## config.mk

```make
export PLATFORM = sky130hd
export DESIGN_NAME = tdm_quad_mixer
export DESIGN_NICKNAME = d
export VERILOG_FILES = /design/src/rtl/qmix_pkg.sv /design/src/rtl/mix_sequencer.sv /design/src/rtl/mix_mult_stage.sv /design/src/rtl/mix_round_sat.sv /design/src/rtl/mix_pair_assembler.sv /design/src/rtl/tdm_quad_mixer.sv
export SDC_FILE = /design/constraint.sdc
export NUM_CORES = 1
export LEC_CHECK = 0
export BUFFER_PORTS_ARGS = -buffer_cell sky130_fd_sc_hd__buf_2
export CORE_UTILIZATION = 45
export CTS_CLUSTER_SIZE = 16
export DETAILED_ROUTE_END_ITERATION = 8
export PLACE_DENSITY = 0.58
export SLEW_MARGIN = 20
export SYNTH_ARGS = -nofsm -noshare
export SYNTH_HDL_FRONTEND = slang
export SYNTH_SLANG_ARGS = --single-unit
```

## constraint.sdc

```tcl
create_clock -name clk -period 13.8 [get_ports clk]
set_clock_uncertainty 0.2 [all_clocks]
set_input_delay 1.38 -clock clk [delete_from_list [all_inputs] [get_ports clk]]
set_output_delay 1.38 -clock clk [all_outputs]
set_load 0.1 [all_outputs]
```

## src/rtl/qmix_pkg.sv

```systemverilog
package qmix_pkg;

    typedef enum logic {
        SEQ_OPEN   = 1'b0,
        SEQ_SECOND = 1'b1
    } seq_state_e;

    typedef enum logic {
        LEG_COS = 1'b0,
        LEG_SIN = 1'b1
    } leg_e;

    typedef struct packed {
        logic vld;
        leg_e leg;
    } lane_tag_t;

endpackage

```

## src/rtl/mix_sequencer.sv

```systemverilog
module mix_sequencer
    import qmix_pkg::*;
#(
    parameter int DW = 16
) (
    input  logic                 clk,
    input  logic                 rst_n,
    input  logic                 in_valid,
    input  logic signed [DW-1:0] in_sample,
    input  logic signed [DW-1:0] in_cos,
    input  logic signed [DW-1:0] in_sin,
    output logic                 in_ready,
    output logic signed [DW-1:0] op_a,
    output logic signed [DW-1:0] op_b,
    output lane_tag_t            op_tag
);
    seq_state_e          state_q, state_d;
    logic signed [DW-1:0] sin_keep;
    logic                 accept;

    assign in_ready = (state_q == SEQ_OPEN);
    assign accept   = in_valid && in_ready;

    // next-state logic
    always_comb begin
        state_d = state_q;
        unique case (state_q)
            SEQ_OPEN:   state_d = accept ? SEQ_SECOND : SEQ_OPEN;
            SEQ_SECOND: state_d = SEQ_OPEN;
        endcase
    end

    // state register
    always_ff @(posedge clk or negedge rst_n) begin
        if (!rst_n) state_q <= SEQ_OPEN;
        else        state_q <= state_d;
    end

    // operand registers in front of the multiplier
    always_ff @(posedge clk or negedge rst_n) begin
        if (!rst_n) begin
            op_a     <= '0;
            op_b     <= '0;
            sin_keep <= '0;
            op_tag   <= '{vld: 1'b0, leg: LEG_COS};
        end else begin
            unique case (state_q)
                SEQ_OPEN: begin
                    if (accept) begin
                        op_a     <= in_sample;
                        op_b     <= in_cos;
                        sin_keep <= in_sin;
                        op_tag   <= '{vld: 1'b1, leg: LEG_COS};
                    end else begin
                        op_tag.vld <= 1'b0;
                    end
                end
                SEQ_SECOND: begin
                    op_b   <= sin_keep;
                    op_tag <= '{vld: 1'b1, leg: LEG_SIN};
                end
            endcase
        end
    end
endmodule

```

## src/rtl/mix_mult_stage.sv

```systemverilog
module mix_mult_stage
    import qmix_pkg::*;
#(
    parameter int DW = 16,
    parameter int PW = 2 * DW
) (
    input  logic                 clk,
    input  logic                 rst_n,
    input  logic signed [DW-1:0] op_a,
    input  logic signed [DW-1:0] op_b,
    input  lane_tag_t            op_tag,
    output logic signed [PW-1:0] prod_q,
    output lane_tag_t            prod_tag
);
    logic signed [PW-1:0] prod_d;

    // the single shared multiplier
    assign prod_d = PW'(op_a * op_b);

    always_ff @(posedge clk or negedge rst_n) begin
        if (!rst_n) begin
            prod_q   <= '0;
            prod_tag <= '{vld: 1'b0, leg: LEG_COS};
        end else begin
            prod_tag <= op_tag;
            if (op_tag.vld) prod_q <= prod_d;
        end
    end
endmodule

```

## src/rtl/mix_round_sat.sv

```systemverilog
module mix_round_sat
    import qmix_pkg::*;
#(
    parameter int DW = 16,
    parameter int PW = 2 * DW
) (
    input  logic                 clk,
    input  logic                 rst_n,
    input  logic signed [PW-1:0] prod,
    input  lane_tag_t            prod_tag,
    output logic signed [DW-1:0] rnd_q,
    output lane_tag_t            rnd_tag
);
    localparam int FRAC = DW - 1;
    localparam int EW   = PW + 1;
    localparam logic signed [EW-1:0] HALF = EW'(1) <<< (FRAC - 1);
    localparam logic signed [EW-1:0] MAXV = (EW'(1) <<< (DW - 1)) - EW'(1);
    localparam logic signed [EW-1:0] MINV = -(EW'(1) <<< (DW - 1));

    logic signed [EW-1:0] biased, shifted;
    logic signed [DW-1:0] rnd_d;

    always_comb begin
        biased  = {prod[PW-1], prod} + HALF;
        shifted = biased >>> FRAC;
        if (shifted > MAXV)      rnd_d = MAXV[DW-1:0];
        else if (shifted < MINV) rnd_d = MINV[DW-1:0];
        else                     rnd_d = shifted[DW-1:0];
    end

    always_ff @(posedge clk or negedge rst_n) begin
        if (!rst_n) begin
            rnd_q   <= '0;
            rnd_tag <= '{vld: 1'b0, leg: LEG_COS};
        end else begin
            rnd_tag <= prod_tag;
            if (prod_tag.vld) rnd_q <= rnd_d;
        end
    end
endmodule

```

## src/rtl/mix_pair_assembler.sv

```systemverilog
module mix_pair_assembler
    import qmix_pkg::*;
#(
    parameter int DW = 16
) (
    input  logic                 clk,
    input  logic                 rst_n,
    input  logic signed [DW-1:0] rnd,
    input  lane_tag_t            rnd_tag,
    output logic                 out_valid,
    output logic signed [DW-1:0] out_i,
    output logic signed [DW-1:0] out_q
);
    logic signed [DW-1:0] i_park;

    always_ff @(posedge clk or negedge rst_n) begin
        if (!rst_n) begin
            i_park    <= '0;
            out_valid <= 1'b0;
            out_i     <= '0;
            out_q     <= '0;
        end else begin
            out_valid <= 1'b0;
            if (rnd_tag.vld) begin
                unique case (rnd_tag.leg)
                    LEG_COS: i_park <= rnd;
                    LEG_SIN: begin
                        out_i     <= i_park;
                        out_q     <= rnd;
                        out_valid <= 1'b1;
                    end
                endcase
            end
        end
    end
endmodule

```

## src/rtl/tdm_quad_mixer.sv

```systemverilog
module tdm_quad_mixer
    import qmix_pkg::*;
#(
    parameter int DW = 16
) (
    input  logic                 clk,
    input  logic                 rst_n,
    input  logic                 in_valid,
    output logic                 in_ready,
    input  logic signed [DW-1:0] in_sample,
    input  logic signed [DW-1:0] in_cos,
    input  logic signed [DW-1:0] in_sin,
    output logic                 out_valid,
    output logic signed [DW-1:0] out_i,
    output logic signed [DW-1:0] out_q
);
    localparam int PW = 2 * DW;

    logic signed [DW-1:0] op_a, op_b, rnd;
    logic signed [PW-1:0] prod;
    lane_tag_t            op_tag, prod_tag, rnd_tag;

    mix_sequencer #(.DW(DW)) u_seq (
        .clk(clk), .rst_n(rst_n), .in_valid(in_valid),
        .in_sample(in_sample), .in_cos(in_cos), .in_sin(in_sin),
        .in_ready(in_ready), .op_a(op_a), .op_b(op_b), .op_tag(op_tag)
    );

    mix_mult_stage #(.DW(DW), .PW(PW)) u_mul (
        .clk(clk), .rst_n(rst_n), .op_a(op_a), .op_b(op_b),
        .op_tag(op_tag), .prod_q(prod), .prod_tag(prod_tag)
    );

    mix_round_sat #(.DW(DW), .PW(PW)) u_rnd (
        .clk(clk), .rst_n(rst_n), .prod(prod), .prod_tag(prod_tag),
        .rnd_q(rnd), .rnd_tag(rnd_tag)
    );

    mix_pair_assembler #(.DW(DW)) u_pair (
        .clk(clk), .rst_n(rst_n), .rnd(rnd), .rnd_tag(rnd_tag),
        .out_valid(out_valid), .out_i(out_i), .out_q(out_q)
    );
endmodule

```

==> results.cfg <==
[clock_network]
root_buffer = clkbuf_16
insertion_delay_ns = 0.45
clk_pin_slew_ns = 0.07
post_cts_buffers = 0
cts_tree = yes
htree_levels = 4
numCtsBuffers = 17
clock_path_buffers = 2
postCtsHoldBufs = 0
cts-resized-gates = 0
clock-sinks = 138

[sta]
worst_hold_slack_ns = 0.151
final.period_utilization = 0.503
slew_headroom = 0.328
fin_crit_ns = 6.95
hold_viol = 0
setup-tns-final_ns = 0
drv_slew = 0
setup_violations = 0
fmax_mhz = 144
rsz0062_at_grt = false
worst_pin_slew_ns = 1.01

[routing]
antenna_left = 0
via_per_inst = 4.97
drc = 0
drt-pass1-iter-count = 4
drt_iter0_drc = 416
wirelength_mm = 32.3
avgRoutedWirePerCell_um = 16.5
vias = 9739

[critical_path]
rr_startpoint = u_seq.op_b[1]
worstPathArrival_ns = 7.13
r2r_slack_ns = 6.85
setup.worst_path.end_class = register
cp_max_fo = 17
rr_endpoint = u_mul.prod_q[30]
crit_required_ns = 13.98
reg2regPathDepth = 18
startpoint_type = register
crit_type = reg -> reg

[yosys]
synth_top_area_frac = 0.347
ys_top_cells_by_count = 328 x inv_1, 261 x fa_1, 146 x nand2_1, 138 x dfrtp_1, 124 x and2_1
avgSynthCellArea_um2 = 10.4
yosysWarnings = 0
synth.area.top_cells = fa_1 35%, dfrtp_1 23%, inv_1 8.2%
async_reset_ff_frac = 1.00
synth_area_leader_cell = fa_1
netlist_instances = 1452
ys_ff_latch = 138
yosysMostFrequentCell = inv_1
synth_seq_area_share = 0.229
synth_flop_cell = dfrtp_1
synthDistinctLibCells = 47
synth_fp_nets = 1844
synthesis.area_mm2 = 0.0151
synth-edff-count = 0

[run]
cap_violations = 0

[worst_hold_path]
worstHoldStart = u_mul.prod_tag[0]
hold_path_depth = 0
min_to = u_rnd.rnd_tag[0]
hold_path_class = reg -> reg

[grt]
grt_max_degree = 80
grt_pass1_vias = 10700
grt_pass1_wl_mm = 55.7
gr-total-overflow = 0
track_usage = 0.214
grt_antenna_before_repair = 0

[finish]
nets = 1897
fill_cells = 3099
area_growth_pct = 9.21
drive_above_1_share = 0.147
n_antenna_cell = 0

[die]
boundaryPins = 85
die_h_um = 185
die_x_um = 185
die-area_mm2 = 0.0342
core_mm2 = 0.0327
rows = 66
start_util = 0.461

[placed_design]
dp_hpwl_mm = 25.5
numPortBuffers = 84
gp_congestion = 0.828

[status]
status = completed
metal layers:
metal | GRT usage | wire length [um]
met5 | 0 | 0
met4 | 0.0757 | 937
met3 | 0.0324 | 940
met2 | 0.345 | 15400
met1 | 0.293 | 15100
critical path, stage by stage (launching register included):
cell      delay [ns]
dfrtp_1         0.75
nand2_1         0.19
inv_1           0.15
fa_1            0.53
fa_1            0.90
fa_1            0.51
fa_1            0.47
fa_1            0.54
inv_1           0.05
fa_1            0.53
inv_1           0.04
ha_1            0.35
nand4_1         0.15
a211oi_2        0.36
nor3_2          0.12
nor3_2          0.30
nor3_1          0.14
or4_1           0.48
nand3_1         0.09
how the worst max path moves through the flow:
stage / start / endpoint / slack, ns / cells past startpoint
after detailed placement: u_seq.op_b[4] / u_mul.prod_q[30] / 6.87 / 18
after global routing: u_seq.op_b[4] / u_mul.prod_q[30] / 6.40 / 18
after CTS: u_seq.op_b[1] / u_mul.prod_q[30] / 6.84 / 18
after global placement: u_seq.op_b[1] / u_mul.prod_q[30] / 6.91 / 18
final: u_seq.op_b[1] / u_mul.prod_q[30] / 6.85 / 18
after floorplan: u_seq.op_b[1] / u_mul.prod_q[28] / 7.37 / 20
stage by stage:
stage | cells | instance area (um^2) | setup slack (ns) | util
after global placement | 1928 | 15900 | 6.91 | 0.486
after detailed placement | 1928 | 15900 | 6.87 | 0.486
after CTS | 1960 | 16400 | 6.84 | 0.503
after global routing | 1960 | 16400 | 6.40 | 0.503
after floorplan | 1452 | 15100 | 7.37 | -
final | 1960 | 16400 | 6.85 | 0.503
placed cells by master, fill, tap and decap left out, drive strengths merged, types with 2 or more instances in the layout:
cell,synthesis,final
ha,80,80
clkinv,0,6
nand4,6,6
a211oi,3,3
dfrtp,138,138
mux2i,16,16
or3,7,7
inv,328,334
nand2b,6,6
nor2b,3,3
nand3,16,16
xnor2,22,22
clkinvlp,0,3
o21a,15,15
or4,3,3
clkbuf,55,17
and3,3,3
nor3,6,6
nor2,15,15
and4,2,2
xor2,15,15
a31o,5,5
nand2,146,146
a21oi,12,12
and2,124,124
o211ai,18,18
mux2,91,91
a21o,14,14
o21ai,27,27
fa,261,261
buf,1,90
flip-flops by register name, summed over array words and instances (netlist names), 16 cells and up:
name / count
u_rnd.rnd_q: 16
u_seq.sin_keep: 16
u_seq.op_b: 16
u_seq.op_a: 16
u_mul.prod_q: 18
u_pair.out_i: 16
u_pair.i_park: 16
u_pair.out_q: 16
layout make-up:
cell class              instances  area [um^2]  share of cell area
repair buffers                 90          475              0.0289
well taps                     442          553              0.0336
clock inverters                15          139             0.00844
clock buffers                  17          425              0.0259
flip-flops and latches        138         3450               0.210
inverters                     328         1230              0.0748
multi-input cells             930        10200               0.618
kinds of logic (layout without fill, tap and decap cells):
kind of cell / count (synthesis) / after routing / share of synthesized area
buf+inv: 384 / 450 / 0.0958
simple gates: 343 / 343 / 0.116
fa+ha+maj: 341 / 341 / 0.413
flops: 138 / 138 / 0.229
mux: 107 / 107 / 0.0787
compound gates: 102 / 102 / 0.0458
xor+xnor: 37 / 37 / 0.0215
Power is not shown: default switching activity piles up to over one toggle a cycle in this logic, so the estimate is an artifact.
